===== config.mk =====
export PLATFORM = sky130hd
export DESIGN_NAME = spi_frame_responder
export DESIGN_NICKNAME = d
export VERILOG_FILES = /design/src/rtl/spi_resp_pkg.sv /design/src/rtl/spi_pin_sync.sv /design/src/rtl/spi_frame_ctrl.sv /design/src/rtl/spi_tx_path.sv /design/src/rtl/spi_frame_responder.sv
export SDC_FILE = /design/constraint.sdc
export NUM_CORES = 1
export LEC_CHECK = 0
export ABC_AREA = 1
export CAP_MARGIN = 0
export CORE_AREA = 2 2 96 98
export CTS_BUF_LIST = sky130_fd_sc_hd__clkbuf_4
export CTS_CLUSTER_SIZE = 40
export DETAILED_ROUTE_END_ITERATION = 8
export DIE_AREA = 0 0 98 100
export GPL_TIMING_DRIVEN = 0
export PLACE_DENSITY = 0.68
export RECOVER_POWER = 50
export SETUP_SLACK_MARGIN = 0.02
export SYNTH_ARGS = -nofsm -noshare
export SYNTH_HDL_FRONTEND = slang
export SYNTH_SLANG_ARGS = --single-unit

===== constraint.sdc =====
create_clock -name clk -period 4.26 [get_ports clk]
set_input_delay 0.852 -clock clk [delete_from_list [all_inputs] [get_ports clk]]
set_output_delay 0.852 -clock clk [all_outputs]
set_load 0.05 [all_outputs]

===== src/rtl/spi_resp_pkg.sv =====
// Shared definitions for the fixed-frame SPI responder.
// Assumes: a single serial clock domain that is oversampled by clk.
package spi_resp_pkg;

    // Edge events seen on the synchronized serial pins, valid for one clk cycle.
    typedef struct packed {
        logic sck_rise;   // rising SCK edge
        logic sck_fall;   // falling SCK edge
        logic sel_off;    // select just released (cs_n went high)
    } spi_evt_t;

endpackage


===== src/rtl/spi_pin_sync.sv =====
// Brings the three SPI input pins into the clk domain and flags their edges.
// Assumes: clk is at least 16x the SCK rate, so each SCK level lasts many cycles.
module spi_pin_sync
    import spi_resp_pkg::*;
#(
    parameter int unsigned STAGES = 2
) (
    input  logic     clk,
    input  logic     rst_n,
    input  logic     sck_pin,
    input  logic     mosi_pin,
    input  logic     csn_pin,
    output spi_evt_t evt,
    output logic     mosi_s,
    output logic     sel_s
);

    localparam logic [2:0] PIN_IDLE = 3'b100;   // {cs_n, mosi, sck} reset levels
    localparam int unsigned LAST = STAGES - 1;

    logic [STAGES-1:0][2:0] chain;
    logic                   sck_q;
    logic                   csn_q;
    logic                   sck_s;
    logic                   csn_s;

    // Shift raw pin levels through the synchronizer chain.
    always_ff @(posedge clk) begin
        if (!rst_n) begin
            for (int i = 0; i < STAGES; i++) chain[i] <= PIN_IDLE;
        end else begin
            chain[0] <= {csn_pin, mosi_pin, sck_pin};
            for (int i = 1; i < STAGES; i++) chain[i] <= chain[i-1];
        end
    end

    assign sck_s  = chain[LAST][0];
    assign mosi_s = chain[LAST][1];
    assign csn_s  = chain[LAST][2];

    // Keep last synchronized clock and select levels for edge detection.
    always_ff @(posedge clk) begin
        if (!rst_n) begin
            sck_q <= 1'b0;
            csn_q <= 1'b1;
        end else begin
            sck_q <= sck_s;
            csn_q <= csn_s;
        end
    end

    assign sel_s        = ~csn_s;
    assign evt.sck_rise = sck_s & ~sck_q;
    assign evt.sck_fall = ~sck_s & sck_q;
    assign evt.sel_off  = csn_s & ~csn_q;

endmodule


===== src/rtl/spi_frame_ctrl.sv =====
// Tracks the bit position inside a frame, captures the header and reports frame status.
// Assumes: a frame is HDR_BITS header clocks followed by RSP_BITS response clocks.
module spi_frame_ctrl
    import spi_resp_pkg::*;
#(
    parameter int unsigned HDR_BITS = 16,
    parameter int unsigned RSP_BITS = 32
) (
    input  logic                                       clk,
    input  logic                                       rst_n,
    input  spi_evt_t                                   evt,
    input  logic                                       sel_s,
    input  logic                                       mosi_s,
    output logic                                       load_stb,
    output logic                                       shift_stb,
    output logic                                       resp_phase,
    output logic [$clog2(HDR_BITS+RSP_BITS+1)-1:0]     bit_cnt,
    output logic                                       frame_done,
    output logic                                       frame_err
);

    localparam int unsigned TOTAL = HDR_BITS + RSP_BITS;
    localparam int unsigned CW    = $clog2(TOTAL + 1);
    localparam logic [CW-1:0] HDR_C   = CW'(HDR_BITS);
    localparam logic [CW-1:0] HLAST_C = CW'(HDR_BITS - 1);
    localparam logic [CW-1:0] TOTAL_C = CW'(TOTAL);

    logic [HDR_BITS-1:0] hdr_q;

    // Count rising SCK edges while selected; clear on release; hold at the frame length.
    always_ff @(posedge clk) begin
        if (!rst_n)                                 bit_cnt <= '0;
        else if (!sel_s)                            bit_cnt <= '0;
        else if (evt.sck_rise && bit_cnt < TOTAL_C) bit_cnt <= bit_cnt + 1'b1;
    end

    // Collect header bits from MOSI on rising edges, first bit ends up on top.
    always_ff @(posedge clk) begin
        if (!rst_n || !sel_s)
            hdr_q <= '0;
        else if (evt.sck_rise && bit_cnt < HDR_C)
            hdr_q <= {hdr_q[HDR_BITS-2:0], mosi_s};
    end

    // Judge the finished frame at the moment select is released.
    always_ff @(posedge clk) begin
        if (!rst_n) begin
            frame_done <= 1'b0;
            frame_err  <= 1'b0;
        end else if (evt.sel_off) begin
            frame_done <= (bit_cnt == TOTAL_C);
            frame_err  <= (bit_cnt != TOTAL_C) || (|hdr_q);
        end else begin
            frame_done <= 1'b0;
            frame_err  <= 1'b0;
        end
    end

    // Copy the response in on the last header edge; shift after each later falling edge.
    assign load_stb   = sel_s && evt.sck_rise && (bit_cnt == HLAST_C);
    assign shift_stb  = sel_s && evt.sck_fall && (bit_cnt > HDR_C) && (bit_cnt < TOTAL_C);
    assign resp_phase = sel_s && (bit_cnt >= HDR_C);

endmodule


===== src/rtl/spi_tx_path.sv =====
// Holds the preloaded response word and shifts it out MSB first.
// Assumes: load_stb and shift_stb never occur in the same cycle.
module spi_tx_path #(
    parameter int unsigned RSP_BITS = 32
) (
    input  logic                clk,
    input  logic                rst_n,
    input  logic [RSP_BITS-1:0] rsp_data,
    input  logic                rsp_valid,
    output logic                rsp_ready,
    input  logic                load_stb,
    input  logic                shift_stb,
    input  logic                resp_phase,
    output logic                miso
);

    localparam int unsigned MSB = RSP_BITS - 1;

    logic [RSP_BITS-1:0] hold_q;
    logic [RSP_BITS-1:0] shreg_q;

    // Refuse a new word only in the cycle the hold register is being copied.
    assign rsp_ready = ~load_stb;

    // Accept a new response word on a handshake.
    always_ff @(posedge clk) begin
        if (!rst_n)                      hold_q <= '0;
        else if (rsp_valid && rsp_ready) hold_q <= rsp_data;
    end

    // Copy the whole word at header end, then move it one bit per falling edge.
    always_ff @(posedge clk) begin
        if (!rst_n)         shreg_q <= '0;
        else if (load_stb)  shreg_q <= hold_q;
        else if (shift_stb) shreg_q <= {shreg_q[MSB-1:0], 1'b0};
    end

    // Register the pin: top bit during the response, low otherwise.
    always_ff @(posedge clk) begin
        if (!rst_n) miso <= 1'b0;
        else        miso <= resp_phase ? shreg_q[MSB] : 1'b0;
    end

endmodule


===== src/rtl/spi_frame_responder.sv =====
// SPI slave for a fixed frame: header in, then a preloaded word out, SCK idle low,
// master samples on the rising edge. Assumes clk >= 16x SCK.
module spi_frame_responder
    import spi_resp_pkg::*;
#(
    parameter int unsigned HDR_BITS    = 16,
    parameter int unsigned RSP_BITS    = 32,
    parameter int unsigned SYNC_STAGES = 2
) (
    input  logic                clk,
    input  logic                rst_n,
    input  logic                spi_sck,
    input  logic                spi_mosi,
    input  logic                spi_cs_n,
    output logic                spi_miso,
    input  logic [RSP_BITS-1:0] rsp_data,
    input  logic                rsp_valid,
    output logic                rsp_ready,
    output logic                frame_done,
    output logic                frame_err
);

    localparam int unsigned CW = $clog2(HDR_BITS + RSP_BITS + 1);

    spi_evt_t        evt;
    logic            mosi_s;
    logic            sel_s;
    logic            load_stb;
    logic            shift_stb;
    logic            resp_phase;
    logic [CW-1:0]   bit_cnt;

    spi_pin_sync #(.STAGES(SYNC_STAGES)) u_sync (
        .clk      (clk),
        .rst_n    (rst_n),
        .sck_pin  (spi_sck),
        .mosi_pin (spi_mosi),
        .csn_pin  (spi_cs_n),
        .evt      (evt),
        .mosi_s   (mosi_s),
        .sel_s    (sel_s)
    );

    spi_frame_ctrl #(.HDR_BITS(HDR_BITS), .RSP_BITS(RSP_BITS)) u_ctrl (
        .clk        (clk),
        .rst_n      (rst_n),
        .evt        (evt),
        .sel_s      (sel_s),
        .mosi_s     (mosi_s),
        .load_stb   (load_stb),
        .shift_stb  (shift_stb),
        .resp_phase (resp_phase),
        .bit_cnt    (bit_cnt),
        .frame_done (frame_done),
        .frame_err  (frame_err)
    );

    spi_tx_path #(.RSP_BITS(RSP_BITS)) u_tx (
        .clk        (clk),
        .rst_n      (rst_n),
        .rsp_data   (rsp_data),
        .rsp_valid  (rsp_valid),
        .rsp_ready  (rsp_ready),
        .load_stb   (load_stb),
        .shift_stb  (shift_stb),
        .resp_phase (resp_phase),
        .miso       (spi_miso)
    );

endmodule


==> results.rst, run 1 <==
.. list-table::
   :header-rows: 1

   * - Metric
     - Value
   * - Type of the most critical hold path
     - reg -> reg
   * - Fraction of the mapped netlist area in adder cells
     - less than 1%
   * - PnR Total Power
     - roughly 1.5 mW
   * - Antenna violations before repair
     - 0
   * - TritonCTS clock tree
     - done
   * - Max-cap viol count
     - 0
   * - Via count
     - roughly 3.5k
   * - Die Outline Area
     - 9800 sq um
   * - Max transition margin
     - 63.0%
   * - Routed length per placed instance
     - about 12 um
   * - Total I/O pin count
     - 42
   * - Remaining DRCs
     - 0
   * - Critical-path maximum fanout
     - 10
   * - Leak Pwr
     - 2.08 nW
   * - Unique masters post-synth
     - 28
   * - Placed cells
     - slightly above 700
   * - Number of endpoints with negative hold slack in the final report
     - 0
   * - Compound-cell area share of the yosys netlist
     - 9.78%
   * - Clock sink total
     - 97
   * - Multi-input gate area
     - 1770 sq um
   * - Post-CTS setup-driven buffer insertion count
     - 0
   * - Basic-gate share of the synthesized area counting and, or, nand and nor cells
     - between 30 and 40%
   * - Routed WL
     - 9020 um
   * - Gate count after technology mapping
     - about 560
   * - Clk root buf
     - sky130_fd_sc_hd__clkbuf_4
   * - Parity-gate share of the synthesized area counting xor and xnor cells
     - 0.213%
   * - Number of synthesized register bits
     - 97
   * - Placement Setup Slack
     - 1.41 ns
   * - Number of instances resized during post-cts repair
     - 0
   * - Starting Density
     - between 40% and 50%
   * - RSZ-0062 raised after global routing
     - false
   * - Data arrival time of the critical path
     - approximately 2.7 ns
   * - Footprint of the flip-flops and latches
     - a little under 2000 sq um
   * - Number of slew-limit violations in the final report
     - 0
   * - First-pass GRT wire length
     - 15200 um
   * - Run status
     - finished clean
   * - Maximum level of the CTS H-tree
     - 3
   * - DIE WIDTH
     - ~98 um
   * - Via count of the first global-routing pass
     - about 3.3k
   * - Placeable core area
     - a little under 9000 sq um
   * - Floorplan row count
     - 35
   * - Detailed placer's ending HPWL
     - about 6600 um
   * - Minimum setup slack in the final design
     - about 0.67 ns
   * - Worst flop-to-flop path startpoint
     - u_ctrl.bit_cnt[0]
   * - Achievable frequency
     - around 0.28 GHz
   * - Required time of the critical path
     - between 3 and 4 ns
   * - Pin count of the biggest net entering global routing
     - 15
   * - Post-synthesis mux area share
     - 0%
   * - Placer congestion estimate
     - 0.850
   * - Peak ir drop on the vdd network
     - 154 uV
   * - Launching instance or port of the critical path
     - u_ctrl.bit_cnt[0]
   * - Detail-routed via count per cell
     - between 4 and 5
   * - Pin slew with the least headroom to its limit
     - 0.555 ns
   * - Number of fill cells
     - 902
   * - Period utilisation layout
     - 84.3%
   * - Number of routed nets with antenna violations
     - 0
   * - WS Path Type
     - reg -> out
   * - Worst Skew
     - ~0.019 ns
   * - Quantity of I/O buffers inserted on ports
     - 40
   * - Total routing resource utilization after global routing
     - 18.9%
   * - Post-Layout Cell Count
     - roughly 730
   * - Combinational family with the most area after synthesis
     - simple AND/OR/NAND/NOR gates
   * - Clock period minus final worst setup slack
     - ~3.6 ns
   * - First-pass detailed-route iteration total
     - 4
   * - Chip height
     - 100 um
   * - Hold-fix buffers at CTS
     - 0
   * - Yosys Warn Count
     - 0
   * - Final setup violation count
     - 0
   * - Number of antenna diodes
     - 0
   * - Category of the worst setup path capture point
     - output pin
   * - Clock latency reported for the late side of the worst-skew pair
     - around 0.44 ns
   * - Portion of the post-synthesis area used by sequential elements
     - 47.1%
   * - Final TNS setup
     - 0 ns
   * - Fraction of final layout cells with drive strength greater than 1
     - 5.68%
   * - DRC marker count from the first detailed-route iteration
     - between 150 and 200
   * - Net total in the final layout
     - around 650
   * - Worst hold slack
     - 0.430 ns
   * - Synthesized area per cell
     - around 7.3 sq um
   * - Clk slew on worst S/H paths
     - ~0.13 ns
   * - Hold Path Origin
     - u_sync.chain[2]
   * - Nature of the critical path startpoint
     - register
   * - Layout overhead on the synthesized area
     - 14.7%
   * - Sum of overflow across all layers after global routing
     - 0
   * - CTS buffer count
     - 9
   * - Syn_nets
     - 602
   * - Bufs on Longest Clock Path
     - 2
   * - Cell area power density
     - ~300 nW/um^2
   * - Mapped Area
     - 4120 sq um
sequential cells by signal (all words and copies together) (netlist names):
name / flops
u_ctrl.frame_done: 1
u_sync.sck_q: 1
u_ctrl.frame_err: 1
u_ctrl.hdr_q: 16
u_tx.miso: 1
u_tx.hold_q: 32
u_tx.shreg_q: 32
u_sync.csn_q: 1
u_ctrl.bit_cnt: 6
u_sync.chain: 5
u_sync.mosi_s: 1
power breakdown:
part           internal [mW]  total (mW)  leakage [nW]  switching (mW)
registers              0.928       0.939         0.789          0.0109
logic                 0.0586       0.114          1.24          0.0555
clock network          0.117       0.405        0.0494           0.289
routing by layer:
layer / GRT usage (%) / share of wire, % / vias to the layer above
met3: 3.48 / 4.4 / 11
met5: 0 / 0 / -
met1: 25.6 / 49 / 1583
li1: - / - / 1882
met4: 5.56 / 1.2 / 0
met2: 31.1 / 45 / 72
critical path, cell delays in order, from the launching register on:
cell	delay, ns
sky130_fd_sc_hd__dfxtp_1	0.35
sky130_fd_sc_hd__ha_1	0.24
sky130_fd_sc_hd__nand2_1	0.08
sky130_fd_sc_hd__nor2_1	0.08
sky130_fd_sc_hd__nand2_1	0.18
sky130_fd_sc_hd__clkbuf_1	0.33
sky130_fd_sc_hd__buf_4	0.24
sky130_fd_sc_hd__clkdlybuf4s50_1	0.81
Yosys cell counts, drive strengths merged:
master | instances | area, sq um
nor2 | 99 | 382
dfxtp | 97 | 1940
nand2 | 89 | 344
nand3 | 69 | 345
inv | 55 | 206
a21oi | 46 | 230
buf | 25 | 158
nand3b | 22 | 165
o21ai | 21 | 105
or2 | 12 | 75.1
clkbuf | 10 | 37.5
o21bai | 9 | 67.6
ha | 2 | 25.0
and2 | 1 | 6.26
clkinv | 1 | 3.75
nand4 | 1 | 6.26
nor3 | 1 | 5.00
nor3b | 1 | 7.51
xor2 | 1 | 8.76
layout by cell type (no fill, tap or decap):
master                            netlist  routed
sky130_fd_sc_hd__nand3_1               69      69
sky130_fd_sc_hd__or2_1                  1       1
sky130_fd_sc_hd__clkbuf_1              10      17
sky130_fd_sc_hd__dlygate4sd3_1          0       1
sky130_fd_sc_hd__a21oi_1               46      46
sky130_fd_sc_hd__ha_1                   2       2
sky130_fd_sc_hd__nor2_1                97      98
sky130_fd_sc_hd__buf_4                  8       8
sky130_fd_sc_hd__nand4_1                1       1
sky130_fd_sc_hd__clkinvlp_4             0       2
sky130_fd_sc_hd__nand3b_1              22      22
sky130_fd_sc_hd__nand2_1               85      86
sky130_fd_sc_hd__clkdlybuf4s50_1        0      39
sky130_fd_sc_hd__dfxtp_1               97      97
sky130_fd_sc_hd__or2_0                  9       9
sky130_fd_sc_hd__buf_2                  9       7
sky130_fd_sc_hd__or2_2                  2       2
sky130_fd_sc_hd__xor2_1                 1       1
sky130_fd_sc_hd__o21ai_0               21      21
sky130_fd_sc_hd__inv_2                  2       2
sky130_fd_sc_hd__nor3b_1                1       1
sky130_fd_sc_hd__clkinv_1               1       3
sky130_fd_sc_hd__buf_1                  5       3
sky130_fd_sc_hd__o21bai_1               9       9
sky130_fd_sc_hd__nand2_2                4       3
sky130_fd_sc_hd__inv_1                 53      53
sky130_fd_sc_hd__clkbuf_4               0      10
sky130_fd_sc_hd__nor3_1                 1       1
sky130_fd_sc_hd__and2_0                 0       1
sky130_fd_sc_hd__nor2_4                 1       1
cell families after synthesis:
group                      Yosys count
xor gates and xnor gates             1
adders and majority gates            2
buffers and inverters               91
DFF                                 97
and+or+nand+nor                    295
AOI/OAI and AO/OA                   76
metrics by stage:
step | cell area, sq um | utilization, %
finish | 4730 | 53.2
global placement | 4660 | 52.4
CTS | 4760 | 53.5
global route | 4730 | 53.2
detailed placement | 4660 | 52.4
floorplan | 4120 | -
final timing paths:
path	end	cells past startpoint	slack, ns
max	rsp_ready	7	0.67
min	u_sync.chain[5]	1	0.43
max reg2reg	u_tx.shreg_q[29]	9	2.22
min reg2reg	u_sync.chain[5]	1	0.43
cell type report:
cell class              instances  area share (%)
flip-flops and latches         97            41.1
repair buffers                 40            8.47
clock buffers                  10            1.59
plain buffers                  35            3.60
clock inverters                 4           0.476
multi-input cells             374            37.4
inverters                      56            4.45
well taps                     111            2.94
(Power assumes the default switching activity.)
==> run 2: changes to the inputs <==
Settings changed: PLACE_DENSITY 0.68 to 0.71.
Clock period 4.26 ns to 3.2 ns, I/O delays scaled along.
==> run 2 against run 1 <==
Worst setup slack got worse by 0.22 ns. Combinational power rose by 32%. Sequential share of layout area fell by 0.79 points. Clock power rose by 81%. Register-to-register slack got worse by 0.88 ns. Critical path depth did not move. Flip-flop and latch count did not move. Worst hold slack improved by 0.016 ns. Via count rose by 0.65%. Largest cell class unchanged.
==> results.rst, run 2 (synthesis results as in run 1) <==
.. list-table::
   :header-rows: 1

   * - Metric
     - Value
   * - Clock latency reported for the late side of the worst-skew pair
     - 0.44 ns (about the same)
   * - Pin slew with the least headroom to its limit
     - 0.524 ns (was 0.555 ns)
   * - Combinational share of power
     - 7.1% (was 7.8%)
   * - Pin count of the biggest net entering global routing
     - 17 (was 15)
   * - Bufs on Longest Clock Path
     - 2 (unchanged)
   * - Launching instance or port of the critical path
     - u_ctrl.bit_cnt[0] (unchanged)
   * - Number of endpoints with negative hold slack in the final report
     - 0 (unchanged)
   * - Max transition margin
     - 65.1% (was 63.0%)
   * - Remaining DRCs
     - 0 (unchanged)
   * - Levels on crit path
     - 7 (unchanged)
   * - Clock sink total
     - 97 (unchanged)
   * - Quantity of I/O buffers inserted on ports
     - 40 (unchanged)
   * - DIE WIDTH
     - 98 um (unchanged)
   * - Antenna violations before repair
     - 0 (unchanged)
   * - Peak ir drop on the vdd network
     - 219 uV (was 154 uV)
   * - Number of routed nets with antenna violations
     - 0 (unchanged)
   * - First-pass detailed-route iteration total
     - 4 (unchanged)
   * - Path depth of the worst reg2reg path
     - 8 (was 9)
   * - Fraction of final layout cells with drive strength greater than 1
     - 6.97% (was 5.68%)
   * - Worst setup endpoint
     - rsp_ready (unchanged)
   * - Leak Pwr
     - 2.13 nW (was 2.08 nW)
   * - Nature of the critical path startpoint
     - register (unchanged)
   * - Worst flop-to-flop path startpoint
     - u_ctrl.bit_cnt[0] (unchanged)
   * - Run status
     - finished clean (unchanged)
   * - Internal portion of total power
     - 1.63 mW (was 1.10 mW)
   * - TritonCTS clock tree
     - done (unchanged)
   * - Placeable core area
     - 8890 sq um (unchanged)
   * - Worst Skew
     - 0.0147 ns (was 0.0186 ns)
   * - Type of the most critical hold path
     - reg -> reg (unchanged)
   * - Worst path slowest cell
     - sky130_fd_sc_hd__dfxtp_1 (was sky130_fd_sc_hd__clkdlybuf4s50_1)
   * - Capturing point of the worst reg2reg path
     - u_tx.shreg_q[14] (was u_tx.shreg_q[29])
   * - Detailed placer's ending HPWL
     - 6600 um (was 6560 um)
   * - Floorplan row count
     - 35 (unchanged)
   * - Worst reg-to-reg setup slack
     - 1.34 ns (was 2.22 ns)
   * - First-pass GRT wire length
     - 15100 um (was 15200 um)
   * - RSZ-0062 raised after global routing
     - false (unchanged)
   * - Final setup violation count
     - 0 (unchanged)
   * - Chip height
     - 100 um (unchanged)
   * - Clk root buf
     - sky130_fd_sc_hd__clkbuf_4 (unchanged)
   * - CTS buffer count
     - 9 (unchanged)
   * - Cell Chain, Critical Path
     - ha_1 -> nand2_1 -> nor2_2 -> nand2_2 -> buf_6 -> buf_4 -> dlymetal6s2s_1 (was ha_1 -> nand2_1 -> nor2_1 -> nand2_1 -> clkbuf_1 -> buf_4 -> clkdlybuf4s50_1)
   * - Sw Ratio
     - 23.5% (was 24.3%)
   * - Max-cap viol count
     - 0 (unchanged)
   * - Fraction of power consumed by sequential logic
     - 58.6% (was 64.4%)
   * - Die Outline Area
     - 9800 sq um (unchanged)
   * - Most used cells in the layout excluding fill and tap cells
     - sky130_fd_sc_hd__nor2_1, sky130_fd_sc_hd__dfxtp_1, sky130_fd_sc_hd__nand2_1 (unchanged)
   * - Detail-routed via count per cell
     - 4.91 (was 4.88)
   * - Cell area power density
     - 443 nW/um^2 (was 309 nW/um^2)
   * - Layout overhead on the synthesized area
     - 17.0% (was 14.7%)
   * - Routed length per placed instance
     - 12.3 um (was 12.4 um)
   * - Worst hold slack
     - 0.446 ns (was 0.430 ns)
   * - Total net switching power
     - 0.501 mW (was 0.355 mW)
   * - Clock network fraction of total power
     - 34.3% (was 27.8%)
   * - Achievable frequency
     - approximately 0.36 GHz
   * - Critical-path maximum fanout
     - 10 (unchanged)
   * - Total I/O pin count
     - 42 (unchanged)
   * - Number of slew-limit violations in the final report
     - 0 (unchanged)
   * - Worst path buffer plus inverter count
     - 3 (unchanged)
   * - Period utilisation layout
     - roughly 86%
   * - DRC marker count from the first detailed-route iteration
     - 125 (was 177)
   * - Placer congestion estimate
     - 0.852 (was 0.850)
   * - Core utilization of the finished layout
     - 54.2% (was 53.2%)
   * - Data arrival time of the critical path
     - 2.11 ns (was 2.74 ns)
   * - Final TNS setup
     - 0 ns (unchanged)
   * - Number of antenna diodes
     - 0 (unchanged)
   * - Largest registers
     - u_tx.hold_q (32), u_tx.shreg_q (32), u_ctrl.hdr_q (16) (unchanged)
   * - Routed WL
     - 8940 um (was 9020 um)
   * - Clock period minus final worst setup slack
     - between 2 and 3 ns
   * - Net total in the final layout
     - 653 (unchanged)
   * - Sum of overflow across all layers after global routing
     - 0 (unchanged)
   * - Category of the worst setup path capture point
     - output pin (unchanged)
   * - Maximum single-stage delay on the critical path
     - 0.39 ns (was 0.81 ns)
   * - Clk slew on worst S/H paths
     - 0.15 ns (was 0.13 ns)
   * - Via count
     - 3571 (was 3548)
   * - Maximum level of the CTS H-tree
     - 3 (unchanged)
   * - Number of instances resized during post-cts repair
     - 0 (unchanged)
   * - Via count of the first global-routing pass
     - 3297 (was 3311)
   * - Hold-fix buffers at CTS
     - 0 (unchanged)
   * - Total routing resource utilization after global routing
     - 18.8% (was 18.9%)
   * - Required time of the critical path
     - 2.56 ns (was 3.41 ns)
   * - Starting Density
     - 46.3% (unchanged)
   * - WS Path Type
     - reg -> out (unchanged)
   * - Worst path top cell family by delay
     - buffers and inverters (unchanged)
   * - Post-CTS setup-driven buffer insertion count
     - 0 (unchanged)
run 2: cell types whose count changed in the layout (fill, tap and decap cells not counted), sizes merged:
cell and change:
buf +3, bufinv +2, clkbuf -4, clkdlybuf4s50 -1
clkinvlp -1, dlymetal6s2s +1, inv +1
run 2: final cells by class:
class                   count  area, sq um
inverters                  56          210
clock inverters             6         92.6
well taps                 111          139
repair buffers             40          403
plain buffers              35          193
flip-flops and latches     97         1940
clock buffers               9         67.6
fillers                   897         4070
multi-input cells         374         1770
run 2: worst min-delay path by stage:
stage	cells after the start	slack [ns]	endpoint	startpoint
floorplan	2	0.39	u_sync.chain[3]	u_sync.chain[0]
global placement	2	0.40	u_sync.mosi_s	u_sync.chain[1]
detailed placement	1	0.41	u_sync.chain[5]	u_sync.chain[2]
CTS	2	0.45	u_sync.mosi_s	u_sync.chain[1]
global route	2	0.47	u_sync.mosi_s	u_sync.chain[1]
finish	1	0.45	u_sync.chain[5]	u_sync.chain[2]
run 2: power by group through the flow:
stage / sequential, mW / clock, mW / combinational (mW)
CTS: 1.25 / 0.751 / 0.154
finish: 1.25 / 0.732 / 0.151
floorplan: 1.27 / 0 / 0.0852
detailed placement: 1.28 / 0 / 0.153
global route: 1.25 / 0.801 / 0.171
global placement: 1.28 / 0 / 0.151
run 2: per-layer routing:
layer  share of wire [%]  global-route usage (%)  up-vias
met1                  49                    25.2     1620
met3                 4.3                    3.76        7
met5                   0                       0        -
met4                0.89                    5.66        0
li1                    -                       -     1885
met2                  46                    30.8       59
run 2: stage by stage:
step / worst slack, ns / cell area, sq um / std cells / total power [mW]
floorplan: 1.41 / 4120 / 562 / 1.36
finish: 0.446 / 4820 / 728 / 2.13
detailed placement: 0.580 / 4660 / 713 / 1.43
global route: 0.315 / 4820 / 728 / 2.23
CTS: 0.0602 / 4820 / 728 / 2.16
global placement: 0.571 / 4660 / 713 / 1.43
